<file path="src/rtl/rx_sync2async.sv">
module rx_sync2async #(
  parameter int FIFO_AW          = 3,
  parameter int TICKS_PER_BIT    = 16,
  parameter int STOP_TICKS_BASIC = 12,
  parameter int STOP_TICKS_EXT   = 10
) (
  input  logic       clk,
  input  logic       rst_n,
  input  logic       rx_edge,
  input  logic       os_tick,
  input  logic       rx_data_in,
  input  logic [1:0] char_len,
  input  logic       ext_rate,
  input  logic       sync_bypass,
  input  logic       buffered_mode,
  output logic       rx_data_out
);
  localparam int DEPTH = 1 << FIFO_AW;
  localparam int CW    = $clog2(TICKS_PER_BIT);
  localparam logic [CW-1:0] LAST_TICK = CW'(TICKS_PER_BIT - 1);

  typedef enum logic [1:0] {F_HUNT, F_CHAR, F_BRK} fstate_t;
  typedef enum logic [1:0] {O_IDLE, O_INS, O_BIT} ostate_t;

  logic run;
  assign run = buffered_mode & ~sync_bypass;

  fstate_t    fst;
  logic [3:0] pos;
  logic       allz;
  logic [3:0] stop_pos;
  assign stop_pos = 4'd7 + {2'b00, char_len};

  logic push_en, push_ins;
  logic [FIFO_AW:0] wptr, rptr;
  logic [1:0] mem [DEPTH];
  logic full, empty;
  assign empty = (wptr == rptr);
  assign full  = ((wptr ^ rptr) == {1'b1, {FIFO_AW{1'b0}}});

  always_comb begin
    push_en  = 1'b0;
    push_ins = 1'b0;
    if (run && rx_edge) begin
      case (fst)
        F_HUNT: push_en = ~rx_data_in;
        F_CHAR: begin
          push_en  = 1'b1;
          push_ins = (pos == stop_pos) && !rx_data_in && !allz;
        end
        default: push_en = 1'b1;
      endcase
    end
  end

  always_ff @(posedge clk or negedge rst_n) begin
    if (!rst_n) begin
      fst  <= F_HUNT;
      pos  <= '0;
      allz <= 1'b0;
    end else if (!run) begin
      fst  <= F_HUNT;
      pos  <= '0;
      allz <= 1'b0;
    end else if (rx_edge) begin
      case (fst)
        F_HUNT: if (!rx_data_in) begin
          fst  <= F_CHAR;
          pos  <= 4'd1;
          allz <= 1'b1;
        end
        F_CHAR: begin
          if (pos != stop_pos) begin
            pos  <= pos + 4'd1;
            allz <= allz & ~rx_data_in;
          end else if (rx_data_in) begin
            fst <= F_HUNT;
          end else if (allz) begin
            fst <= F_BRK;
          end else begin
            pos  <= 4'd1;
            allz <= 1'b1;
          end
        end
        default: if (rx_data_in) fst <= F_HUNT;
      endcase
    end
  end

  ostate_t       ost;
  logic [CW-1:0] cnt;
  logic          out_q, pend;
  logic [1:0]    head;
  logic [CW-1:0] ins_last;
  logic          pop;

  assign head     = mem[rptr[FIFO_AW-1:0]];
  assign ins_last = ext_rate ? CW'(STOP_TICKS_EXT - 1) : CW'(STOP_TICKS_BASIC - 1);
  assign pop      = run && os_tick && !empty &&
                    (ost == O_IDLE || (ost == O_BIT && cnt == LAST_TICK));

  always_ff @(posedge clk) begin
    if (push_en && !full) mem[wptr[FIFO_AW-1:0]] <= {push_ins, rx_data_in};
  end

  always_ff @(posedge clk or negedge rst_n) begin
    if (!rst_n) begin
      wptr <= '0;
      rptr <= '0;
    end else if (!run) begin
      wptr <= '0;
      rptr <= '0;
    end else begin
      if (push_en && !full) wptr <= wptr + 1'b1;
      if (pop) rptr <= rptr + 1'b1;
    end
  end

  always_ff @(posedge clk or negedge rst_n) begin
    if (!rst_n) begin
      ost   <= O_IDLE;
      cnt   <= '0;
      out_q <= 1'b1;
      pend  <= 1'b1;
    end else if (!run) begin
      ost   <= O_IDLE;
      cnt   <= '0;
      out_q <= 1'b1;
      pend  <= 1'b1;
    end else if (os_tick) begin
      if (ost == O_INS) begin
        if (cnt == ins_last) begin
          ost   <= O_BIT;
          out_q <= pend;
          cnt   <= '0;
        end else begin
          cnt <= cnt + 1'b1;
        end
      end else if (ost == O_BIT && cnt != LAST_TICK) begin
        cnt <= cnt + 1'b1;
      end else if (!empty) begin
        cnt <= '0;
        if (head[1]) begin
          ost   <= O_INS;
          out_q <= 1'b1;
          pend  <= head[0];
        end else begin
          ost   <= O_BIT;
          out_q <= head[0];
        end
      end else begin
        ost   <= O_IDLE;
        out_q <= 1'b1;
      end
    end
  end

  assign rx_data_out = run ? out_q : rx_data_in;
endmodule

</file>
<file path="config.mk">
export PLATFORM = sky130hd
export DESIGN_NAME = rx_sync2async
export DESIGN_NICKNAME = d
export VERILOG_FILES = /design/src/rtl/rx_sync2async.sv
export SDC_FILE = /design/constraint.sdc
export NUM_CORES = 1
export LEC_CHECK = 0
export CAP_MARGIN = 20
export CORE_MARGIN = 1
export CORE_UTILIZATION = 55
export CTS_CLUSTER_SIZE = 10
export DETAILED_ROUTE_END_ITERATION = 6
export PLACE_DENSITY = 0.74
export SYNTH_ARGS = -nofsm -noshare
export SYNTH_HDL_FRONTEND = slang
export SYNTH_SLANG_ARGS = --single-unit
</file>
<file path="constraint.sdc">
create_clock -name clk -period 2.4 [get_ports clk]
set_input_delay 0.24 -clock clk [delete_from_list [all_inputs] [get_ports clk]]
set_output_delay 0.24 -clock clk [all_outputs]
set_load 0.02 [all_outputs]
</file>
# After elaboration in Yosys (flattened, before gate mapping)
# Memories as Yosys holds them, arrays and structs flattened.
# Cells that the tools add are included.
totals:
  register_bits: 23
  input_bits: 10
  word_cells: 128
  n_memories: 1
  out_inout_bits: 1
  mem_bits_rw: 16
classes:
  add_sub_neg: 5
  bitwise_logic: 5
  n_reduce_logical: 22
  n_eq_ne: 28
  mux: 58
memory_table:
  columns: ["memory", "words", "width", "read_ports", "rd_clocked_by_memory_dff", "write_ports", "line_no", "source"]
  rows:
  - ["mem", 8, 2, 1, 0, 1, "36", "logic [1:0] mem [DEPTH];"]
ops:
  columns: ["cell", "count"]
  rows:
  - ["$mux 4", 16]
  - ["$mux 2", 15]
  - ["$mux 1", 24]
  - ["$add 4x1->4 const B", 4]
  - ["$ne 4x4->1 const B", 4]
  - ["$reduce_and 5->1", 3]
  - ["$eq 4x4->1", 3]
  - ["$ne 2x2->1 const B", 5]
  - ["$logic_and 1x1->1", 9]
  - ["$ne 3x3->1 const B", 3]
  - ["$eq 4x4->1 const B", 2]
  - ["$ne 4x2->1 const B", 2]
  - ["$pmux 4 s2", 1]
  - ["$ne 2x1->1 const B", 3]
  - ["$add 3x2->4 const A", 1]
  - ["$eq 2x1->1 const B", 2]
  - ["$logic_not 1->1", 4]
  - ["$logic_not 2->1", 2]
  - ["$ne 4x4->1", 1]
  - ["$pmux 2 s2", 1]
  - ["$reduce_and 2->1", 2]
  - ["$xor 4x4->4", 1]
  - ["$ne 3x1->1 const B", 1]
  - ["$ne 3x2->1 const B", 1]
  - ["other kinds (6)", 8]

# Logic depth before layout (Yosys ltp)
# Gate-level depths: netlist of the first run.
depth:
  ltp_word: 7
  depth_mapped: 6
  mapped_depth_nobuf: 6

# Least setup slack after synthesis of the first run
# Ideal clock, no wire load.
synth_timing:
  kind: "input -> register"
  from: "in sync_bypass"
  to: "mem mem[1][0] (enable)"
  n_path_buf: 1
  arrival_time_ns: 1.504
  t_required_ns: 2.046
  stages: 5
  slack_ns: 0.541
  setup_ns: 0.354
  cell_sequence: "nand2b_1 clkbuf_1 nor3b_1 nand2_1 nor4b_1"
synth_via:
  elab_chain_cells: 7
synth_lines:
  columns: ["item", "line_no", "source"]
  rows:
  - ["start: declaration", "14", "input logic sync_bypass,"]
  - ["$not 1->1", "26", "assign run = buffered_mode & ~sync_bypass;"]
  - ["$and 1x1->1", "26", null]
  - ["$logic_and 1x1->1", "44", "if (run && rx_edge) begin"]
  - ["$mux 1", "44", null]
  - ["$logic_and 1x1->1", "103", "if (push_en && !full) mem[wptr[FIFO_AW-1:0]] <= {push_ins, rx_data_in};"]
  - ["$mux 1", "103", null]
  - ["$mux 1 (implied by the code)", "103", null]
  - ["end: declaration", "36", null]
# No other way between the ends.

# Worst setup path in the final report of the first run
layout_timing:
  from: "in char_len[0]"
  to: "reg pos[1]"
layout_via:
  elab_chain_cells: 6
  elab_cells_between_ends: 9
  cone_classes: "1 x add/sub; 3 x eq/ne; 4 x mux; 1 x reduce/logical"
layout_lines:
  columns: ["item", "line_no", "source"]
  rows:
  - ["start: declaration", "12", "input logic [1:0] char_len,"]
  - ["$add 3x2->4 *", "32", "assign stop_pos = 4'd7 + {2'b00, char_len};"]
  - ["$ne 4x4->1 *", "73", "if (pos != stop_pos) begin"]
  - ["$mux 4", "73", null]
  - ["$pmux 4 s2", "66", "case (fst)"]
  - ["$mux 4", "65", "end else if (rx_edge) begin"]
  - ["$mux 4", "61", "end else if (!run) begin"]
  - ["end signal: assignment", "74", "pos <= pos + 4'd1;"]
  - ["end: declaration", "29", "logic [3:0] pos;"]
# Mark *: on every way between the ends. The rest lies on a longest branch, timed or not. The select of a mux whose other input is x is not followed.
# A chain may end at the register's enable or synchronous reset.

==> reports/metrics.yaml, run 1 <==
cts_resized: 0
worst_ep_required_time_ns: 2.58
ys_async_sr_fraction_pct: 59.0
cts_setup_buffers: 0
clkLatencyLatePin_ns: 0.29
critPathCaptureType: "flip-flop"
status: "finished clean"
antenna_found_initial: 0
area.growth.synth_to_final_pct: 14.3
gp_congestion: 0.858
layout-drive-gt1-share_pct: 12.8
portBuffers: 10
drt_iter0_drc: 77
min_period_ns: 2.17
cts_buffer_depth: 2
wl_per_cell_um: 16.7
synth-edff-count: 16
worst_slew_pin_slew_ns: 0.554
die-area_mm2: 0.00444
switching_power_mw: 0.300
hold_violations: 0
grt.total_usage_pct: 24.1
final_max_slew_viol_count: 0
rrSetupSlack_ns: 0.24
seq_area_frac_synth_pct: 46.1
cts_num_sinks: 39
setup-tns-final_ns: 0
syn_area_mm2: 0.00230
multiInputGateArea_mm2: 0.00115
grt.overflow.total: 0
path_clk_slew_ns: 0.08
coreArea_mm2: 0.00400
hold_class: "primary input to async pin"
synthFlopType: "dfrtp_1"
min_period_over_period_pct: 90.6
endpoint: "pos[1]"
reg2reg_depth: 4
crit_arrival_ns: 2.36
syn_avg_cell_area_um2: 10.6
power_density_mw_per_mm2: 555
grt_max_degree: 24
num_rows: 23
crit_chain: "clkdlybuf4s50_1, inv_1, ha_1, or3b_2, a211oi_2, a22oi_1, mux2_2"
p_sw_share_pct: 20.6
seqPwrFrac_pct: 48.1
peakVddDrop_mv: 0.329
startpoint_type: "primary input"
final.setup_skew_ns: 0.00621
max_cap_violations: 0
ff_latch_area_mm2: 0.00106
synth_seq_cells: 39
synthesis.nets: 231
drc_errors: 0
wl_um: 4760
yosysWarnings: 0
final.fill_count: 325
cts_hold_buf: 0
r2r-start: "rptr[0]"
vias: 1765
fin_nets: 249
path_class: "primary input to flip-flop"
io_pins: 11
antenna-diode-count: 0
crit_slowest_cell: "clkdlybuf4s50_1"
htree_levels: 2
grt_pass1_vias: 1717
finalPower_mw: 1.46
pwr-share-comb_pct: 7.2
slew_headroom_pct: 63.0
r2r_end: "pend"
p_int_mw: 1.16
rsz0062_at_grt: "false"
crit_fanout: 5
die_w_um: 66.6
via_per_inst: 6.19
setup_viol: 0
drt.antenna.violating_nets: 0
crit_path_start: "char_len[0]"
p_clk_share_pct: 44.7
drt_first_pass_iters: 4
power.leakage_nw: 1.07
syn_inst: 216
dp_hpwl_um: 3450
cts_tree: "built"
fp.dieH_um: 66.6
grt_pass1_wl_um: 7820
synth_cell_types: 57
max_freq_mhz: 460
crit_path_max_incr_delay_ns: 0.50
cts_made_buffers: 5
cts-root-buf: "clkbuf_8"
start_util_pct: 57.4
## cells in the mapped netlist, types with 3 or more instances
| cell type | instances | area share [%] |
|---|---|---|
| edfxtp_1 | 16 | 21 |
| a21oi_1 | 14 | 3.1 |
| nand3_1 | 12 | 2.6 |
| xor2_1 | 5 | 1.9 |
| nor2b_1 | 4 | 1.1 |
| nor4_1 | 5 | 1.4 |
| xnor2_1 | 7 | 2.7 |
| and2_1 | 3 | 0.82 |
| buf_2 | 3 | 0.65 |
| o31ai_1 | 3 | 0.98 |
| nor4b_1 | 3 | 1.1 |
| nor2_1 | 9 | 1.5 |
| o21ai_0 | 9 | 2.0 |
| ha_1 | 5 | 2.7 |
| mux2i_1 | 9 | 3.9 |
| inv_1 | 11 | 1.8 |
| nand2b_1 | 4 | 1.1 |
| nor3b_1 | 3 | 0.98 |
| dfrtp_1 | 21 | 23 |
| a211o_1 | 3 | 1.1 |
| clkbuf_1 | 5 | 0.82 |
| nand2_1 | 11 | 1.8 |
| and4b_1 | 3 | 1.3 |
| nor3_1 | 6 | 1.3 |
## how the worst min path moves through the flow
stage | slack, ns | cells past startpoint | endpoint
after floorplan | -0.06 | 0 | allz
after global placement | 0.52 | 1 | wptr[3]
after detailed placement | 0.54 | 1 | wptr[3]
after CTS | 0.31 | 2 | cnt[3]
after global routing | 0.34 | 2 | ost[1]
final | 0.31 | 2 | cnt[3]
## worst max-delay path: cells and delay by family
kind / cells / cell delay (ns)
AND/OR/NAND/NOR: 1 / 0.48
AO/OA/AOI/OAI: 2 / 0.56
buffers and inverters: 2 / 0.56
multiplexers: 1 / 0.30
adder cells (fa/ha/maj): 1 / 0.21
## registers in the layout, summed over array words and instances, names as in the netlist
name,cells
mem,16
pend,1
rptr,4
ost,2
wptr,4
allz,1
fst,2
pos,4
cnt,4
out_q,1
## power by group through the flow
| stage | clock network [mW] | logic (mW) | registers, mW |
|---|---|---|---|
| 6_report | 0.652 | 0.105 | 0.701 |
| 5_1_grt | 0.677 | 0.115 | 0.701 |
| 4_1_cts | 0.656 | 0.105 | 0.701 |
| 3_5_place_dp | 0 | 0.105 | 0.715 |
| 3_3_place_gp | 0 | 0.102 | 0.714 |
| 2_1_floorplan | 0 | 0.0542 | 0.713 |
## metal layers
metal | vias to the layer above | track usage, % | wire length, um
met5 | - | 0 | 0
met4 | 0 | 10.6 | 106
met3 | 10 | 4.11 | 130
met2 | 33 | 40.2 | 2290
met1 | 868 | 30.5 | 2240
li1 | 854 | - | -
## area by class of cell
type / count / share of cell area [%]
Multi-Input combinational cell: 156 / 43.7
Sequential cell: 39 / 40.3
Timing Repair Buffer: 21 / 6.96
Clock buffer: 6 / 2.76
Tap cell: 50 / 2.38
Clock inverter: 2 / 2.29
Inverter: 11 / 1.57
## stage by stage
step	hold WS, ns	utilization [%]	cell area, um2	instances	setup WS, ns
6_report	0.308	65.6	2630	285	0.226
5_1_grt	0.336	65.6	2630	285	0.118
4_1_cts	0.310	65.6	2630	285	0.245
3_5_place_dp	0.541	62.3	2490	277	-0.0697
3_3_place_gp	0.521	62.3	2490	277	0.0439
2_1_floorplan	-0.0556	-	2300	216	0.541
## cells in the final DEF, fill, tap and decap left out, types with 4 or more instances in the layout
master           Yosys  layout
inv_1               11      11
buf_4                0      11
clkbuf_8             0       5
nand2_1             11      11
mux2i_1              9       9
nor3_1               6       6
xor2_1               5       5
ha_1                 5       5
o21ai_0              9       9
nand3_1             12      12
nand2b_1             4       4
edfxtp_1            16      16
nor2_1               9       9
clkdlybuf4s50_1      0      10
nor2b_1              4       4
dfrtp_1             21      21
xnor2_1              7       7
a21oi_1             14      14
nor4_1               5       5
## kinds of logic (layout without fill, tap and decap cells)
group           Yosys count  after routing  share of synthesized area [%]
compound gates           50             50                           15.3
xor+xnor                 12             12                           4.58
fa+ha+maj                 5              5                           2.72
buf+inv                  21             40                           3.92
flops                    39             39                           46.1
mux                      15             15                           8.83
simple gates             74             74                           18.5
Note: power is estimated with default switching activity, not from simulation.
==> run 2, diff against run 1 <==
--- a/config.mk
+++ b/config.mk
@@ -7,10 +7,10 @@
 export LEC_CHECK = 0
 export CAP_MARGIN = 20
 export CORE_MARGIN = 1
-export CORE_UTILIZATION = 55
+export CORE_UTILIZATION = 26
+export CTS_CLUSTER_DIAMETER = 120
 export CTS_CLUSTER_SIZE = 10
 export DETAILED_ROUTE_END_ITERATION = 6
-export PLACE_DENSITY = 0.74
 export SYNTH_ARGS = -nofsm -noshare
 export SYNTH_HDL_FRONTEND = slang
 export SYNTH_SLANG_ARGS = --single-unit
==> run 2 against run 1 <==
Combinational power about the same. Clock-buffer cell count decreased by 1. Via count decreased by 2.9%. Die area increased by 110%. Wire length decreased by 1.0%. Non-clock buffer count unchanged. Cell area increased by 1.7%. Final cell count increased by 19%. Critical path type is now flip-flop to flip-flop. Largest cell class unchanged.
==> reports/metrics.yaml, run 2 (synthesis gave the netlist of run 1 again) <==
worst_slew_pin_slew_ns: 0.561  # +0.00625 ns
final.setup_skew_ns: 0.0133  # +0.00710 ns
grt_pass1_vias: 1751  # +2.0%
max_cap_violations: 0  # unchanged
layout.cells.non_filler: 340  # +19%
cts_buffer_depth: 2  # unchanged
cts_num_sinks: 39  # unchanged
crit_path_max_incr_delay_ns: 0.69  # +0.19 ns
worst_ep_required_time_ns: 2.62  # +0.04 ns
die-area_mm2: 0.00921  # +110%
clkLatencyLatePin_ns: 0.29  # about the same
fp.dieH_um: 96.0  # +44%
drt.antenna.violating_nets: 0  # unchanged
final_cell_mix: "dfrtp_1, edfxtp_1, a21oi_1, nand3_1"
antenna_found_initial: 0  # unchanged
min_period_over_period_pct: 87.8  # -2.8 points
crit_arrival_ns: 2.33  # -0.03 ns
final_max_slew_viol_count: 0  # unchanged
critPathCaptureType: "flip-flop"
rrSetupSlack_ns: 0.29  # +0.05 ns
via_per_inst: 5.04  # -19%
power.leakage_nw: 1.06  # -0.85%
path_class: "flip-flop to flip-flop"
crit_chain: "mux2i_1, mux4_2, or3_4, mux2_4"
r2r_end: "pend"
min_period_ns: 2.11  # -0.0663 ns
grt_pass1_wl_um: 8270  # +5.6%
drt_iter0_drc: 71  # -7.8%
drc_errors: 0  # unchanged
slew_headroom_pct: 62.2  # -0.83 points
layout_commonest_cell: "dfrtp_1"
grt.overflow.total: 0  # unchanged
power_density_mw_per_mm2: 500  # -10%
cts-root-buf: "clkbuf_8"
largest_register_ffs: 16  # unchanged
rsz0062_at_grt: "false"
cts_hold_buf: 0  # unchanged
grt_max_degree: 24  # unchanged
wl_um: 4710  # -1.0%
path_clk_slew_ns: 0.08  # about the same
hold_violations: 0  # unchanged
gp_congestion: 0.810  # -5.5%
max_freq_mhz: 474  # +3.1%
switching_power_mw: 0.288  # -4.0%
p_sw_share_pct: 21.6  # +1.0 points
cts_tree: "built"
crit_fanout: 12  # +7
wl_per_cell_um: 13.9  # -17%
status: "finished clean"
cts_setup_buffers: 0  # unchanged
grt.total_usage_pct: 11.8  # -12 points
p_clk_share_pct: 39.6  # -5.1 points
reg2reg_depth: 4  # unchanged
layout-drive-gt1-share_pct: 12.8  # unchanged
area.growth.synth_to_final_pct: 16.2
crit_slowest_cell: "dfrtp_1"
peakVddDrop_mv: 0.318  # -3.3%
seqPwrFrac_pct: 52.6  # +4.5 points
final.fill_count: 853  # +160%
r2r-start: "rptr[0]"
cts_resized: 0  # unchanged
crit_path_start: "rptr[0]"
drt_first_pass_iters: 4  # unchanged
start_util_pct: 27.4  # -30 points
setup-tns-final_ns: 0  # unchanged
p_int_mw: 1.05  # -9.7%
num_rows: 33  # +43%
antenna-diode-count: 0  # unchanged
dp_hpwl_um: 3490  # +1.1%
htree_levels: 2  # unchanged
cts_made_buffers: 5  # unchanged
io_pins: 11  # unchanged
pwr-share-comb_pct: 7.9  # +0.7 points
dp.cells: 332  # +20%
endpoint: "pend"
fin_nets: 249  # unchanged
startpoint_type: "flip-flop"
hold_class: "primary input to async pin"
die_w_um: 96.0  # +44%
portBuffers: 10  # unchanged
coreArea_mm2: 0.00838  # +110%
setup_viol: 0  # unchanged
vias: 1714  # -2.9%
==> run 2: cell count changes in the layout (fill, tap and decap cells not counted) <==
cell / delta
clkinv_2: +1
bufinv_16: -1
clkinv_1: +1
clkbuf_1: -1
==> run 2: how the worst min path moves through the flow <==
stage	from	endpoint	slack, ns	cells after the start
global route	rst_n	cnt[0]	0.34	2
finish	rst_n	wptr[3]	0.32	2
CTS	rst_n	cnt[0]	0.33	2
detailed placement	cnt[2]	cnt[2]	0.54	1
floorplan	rst_n	allz	-0.06	0
global placement	cnt[2]	cnt[2]	0.53	1
==> run 2: metrics by stage <==
step / power [mW] / worst slack, ns / hold slack (ns) / instance area (um2) / util [%]
after CTS: 1.35 / 0.279 / 0.332 / 2670 / 31.8
final: 1.33 / 0.292 / 0.319 / 2670 / 31.8
after global routing: 1.39 / 0.190 / 0.336 / 2670 / 31.8
after floorplan: 0.767 / 0.541 / -0.0556 / 2300 / -
after global placement: 0.820 / 0.0424 / 0.532 / 2560 / 30.6
after detailed placement: 0.821 / 0.0144 / 0.543 / 2560 / 30.6
==> run 2: power groups by stage <==
| stage | registers [mW] | clock network [mW] | logic, mW |
|---|---|---|---|
| final | 0.701 | 0.528 | 0.105 |
| after CTS | 0.701 | 0.543 | 0.106 |
| after floorplan | 0.713 | 0 | 0.0542 |
| after global placement | 0.715 | 0 | 0.105 |
| after detailed placement | 0.715 | 0 | 0.106 |
| after global routing | 0.702 | 0.575 | 0.117 |
==> run 2: cell type report <==
type	instances	area (um2)	area share, %
sequential	39	1060	39.7
timing repair buffer	21	183	6.84
tap	105	131	4.92
clock inverter	3	38.8	1.45
inverter	11	41.3	1.55
clock buffer	5	68.8	2.58
multi-input combinational	156	1150	43.0
==> run 2: worst max-delay path: cells and delay by family (launching register included) <==
kind	cells	cell delay, ns
and+or+nand+nor	1	0.36
muxes	3	0.99
DFF	1	0.69
==> run 2: metal layers <==
| layer | wire length, um | global-route usage [%] |
|---|---|---|
| met5 | 0 | 0 |
| met1 | 2360 | 15.8 |
| met2 | 2220 | 19.0 |
| met3 | 84 | 2.13 |
| met4 | 55 | 3.86 |
==> run 3, diff against run 2 <==
--- a/config.mk
+++ b/config.mk
@@ -5,7 +5,8 @@
 export SDC_FILE = /design/constraint.sdc
 export NUM_CORES = 1
 export LEC_CHECK = 0
-export CAP_MARGIN = 20
+export CAP_MARGIN = 40
+export CORE_ASPECT_RATIO = 1.75
 export CORE_MARGIN = 1
 export CORE_UTILIZATION = 26
 export CTS_CLUSTER_DIAMETER = 120
==> run 3 against run 2 <==
Combinational power about the same. Cell area increased by 2.4%. Core utilization decreased by 0.12 points. Largest cell class unchanged. Via count increased by 4.0%. Register-to-register slack got worse by 0.02 ns. Total power increased by 9.1%.
==> reports/metrics.yaml, run 3 (synthesis gave the netlist of run 1 again) <==
crit_slowest_cell: "dfrtp_1"
p_sw_share_pct: 22.5  # +0.95 points
grt_max_degree: 16  # -33%
r2r-start: "rptr[0]"
dp_hpwl_um: 3980  # +14%
drt_iter0_drc: 83  # +17%
pwr-share-comb_pct: 7.3  # -0.6 points
cts_num_sinks: 39  # unchanged
grt.total_usage_pct: 12.4  # +0.63 points
htree_levels: 2  # unchanged
critPathCaptureType: "flip-flop"
grt.overflow.total: 0  # unchanged
final_core_util_pct: 31.7  # -0.12 points
die_w_um: 73.0  # -24%
final_max_slew_viol_count: 0  # unchanged
clkLatencyLatePin_ns: 0.28  # about the same
cts_setup_buffers: 0  # unchanged
gp_congestion: 0.803  # -0.94%
dpl_cell_area_mm2: 0.00259  # +1.2%
cts-root-buf: "clkbuf_16"
crit_chain: "mux2i_1, mux4_2, or3_4, mux2_4"
path_buf_inv: 0  # unchanged
min_period_ns: 2.13  # +0.0179 ns
peakVddDrop_mv: 0.271  # -15%
finalPower_mw: 1.46  # +9.1%
layout_commonest_cell: "dfrtp_1"
antenna_found_initial: 0  # unchanged
portBuffers: 10  # unchanged
status: "finished clean"
r2r_end: "pend"
min_period_over_period_pct: 88.6  # +0.75 points
antenna-diode-count: 0  # unchanged
fin_nets: 251  # +0.80%
layout.cells.non_filler: 354  # +4.1%
seqPwrFrac_pct: 48.3  # -4.3 points
layout-drive-gt1-share_pct: 13.5  # +0.74 points
coreArea_mm2: 0.00861  # +2.8%
p_int_mw: 1.13  # +7.7%
power.leakage_nw: 1.08  # +2.0%
cts_buffer_depth: 2  # unchanged
area.growth.synth_to_final_pct: 19.0
slew_headroom_pct: 58.7  # -3.5 points
die-area_mm2: 0.00923  # +0.16%
wl_um: 5160  # +9.4%
power_density_mw_per_mm2: 532  # +6.5%
holdWs_ns: 0.343  # +0.0232 ns
cts_tree: "built"
cts_hold_buf: 0  # unchanged
final.setup_skew_ns: 0.00904  # -0.00427 ns
hold_violations: 0  # unchanged
final_cell_mix: "dfrtp_1, edfxtp_1, a21oi_1, buf_4, nand3_1"
rsz0062_at_grt: "false"
drc_errors: 0  # unchanged
grt_pass1_vias: 1831  # +4.6%
num_rows: 45  # +36%
p_clk_share_pct: 44.4  # +4.8 points
rrSetupSlack_ns: 0.27  # -0.02 ns
dp.cells: 346  # +4.2%
crit_fanout: 12  # unchanged
path_clk_slew_ns: 0.06  # -0.02 ns
crit_path_max_incr_delay_ns: 0.69  # about the same
hold_class: "primary input to async pin"
max_cap_violations: 0  # unchanged
grt_pass1_wl_um: 8660  # +4.8%
setup-tns-final_ns: 0  # unchanged
worst_ep_required_time_ns: 2.61  # about the same
drt_first_pass_iters: 4  # unchanged
critPathTopFamily: "multiplexers"
startpoint_type: "flip-flop"
max_freq_mhz: 470  # -0.84%
via_per_inst: 5.03  # -0.14%
post-place-ws_ns: 0.0168  # +0.00246 ns
worst_slew_pin_slew_ns: 0.618  # +0.0570 ns
wl_per_cell_um: 14.6  # +5.1%
largest_register_ffs: 16  # unchanged
cts_resized: 0  # unchanged
final_area_mm2: 0.00273  # +2.4%
path_class: "flip-flop to flip-flop"
start_util_pct: 26.7  # -0.74 points
crit_arrival_ns: 2.34  # about the same
cts_made_buffers: 5  # unchanged
setup_viol: 0  # unchanged
vias: 1782  # +4.0%
setup_ws_ns: 0.274  # -0.0179 ns
fp.dieH_um: 126  # +32%
switching_power_mw: 0.328  # +14%
io_pins: 11  # unchanged
drt.antenna.violating_nets: 0  # unchanged
reg2reg_depth: 4  # unchanged
run 3: cell count changes in the layout (fill, tap and decap cells not counted):
cell / before / now
clkinvlp_4: 0 / 1
clkbuf_8: 5 / 0
buf_4: 11 / 13
clkbuf_1: 0 / 1
bufinv_16: 1 / 0
clkinv_1: 1 / 0
clkbuf_16: 0 / 5
run 3: cell type report:
| class | instances | area, um2 |
|---|---|---|
| clock buffer | 6 | 129 |
| clock inverter | 2 | 12.5 |
| fill | 854 | 5880 |
| inverter | 11 | 41.3 |
| multi-input combinational | 156 | 1150 |
| sequential | 39 | 1060 |
| tap | 117 | 146 |
| timing repair buffer | 23 | 198 |
run 3: worst register-to-register path: cells and delay by family, from the launching register on:
family / cells / cell delay (ns)
mux: 3 / 1.00
flops: 1 / 0.69
simple gates: 1 / 0.37
run 3: power by group through the flow:
stage | combinational (mW) | clock [mW] | sequential, mW
floorplan | 0.0542 | 0 | 0.713
global placement | 0.107 | 0 | 0.715
detailed placement | 0.108 | 0 | 0.715
CTS | 0.109 | 0.666 | 0.702
global route | 0.119 | 0.691 | 0.703
finish | 0.107 | 0.646 | 0.702
run 3: worst max-delay path by stage:
stage / startpoint / to / slack [ns] / depth (start not counted)
floorplan: sync_bypass / mem[1][0] / 0.54 / 5
global placement: char_len[0] / fst[1] / -0.06 / 8
detailed placement: char_len[0] / pos[1] / 0.02 / 7
CTS: rptr[0] / pend / 0.24 / 4
global route: rptr[0] / mem[3][0] / 0.13 / 4
finish: rptr[0] / pend / 0.27 / 4
run 3: per-layer routing:
metal	wire length [um]	track usage, %
met2	2980	23.7
met1	1910	11.7
met3	99	1.51
met5	0	0
met4	168	8.19
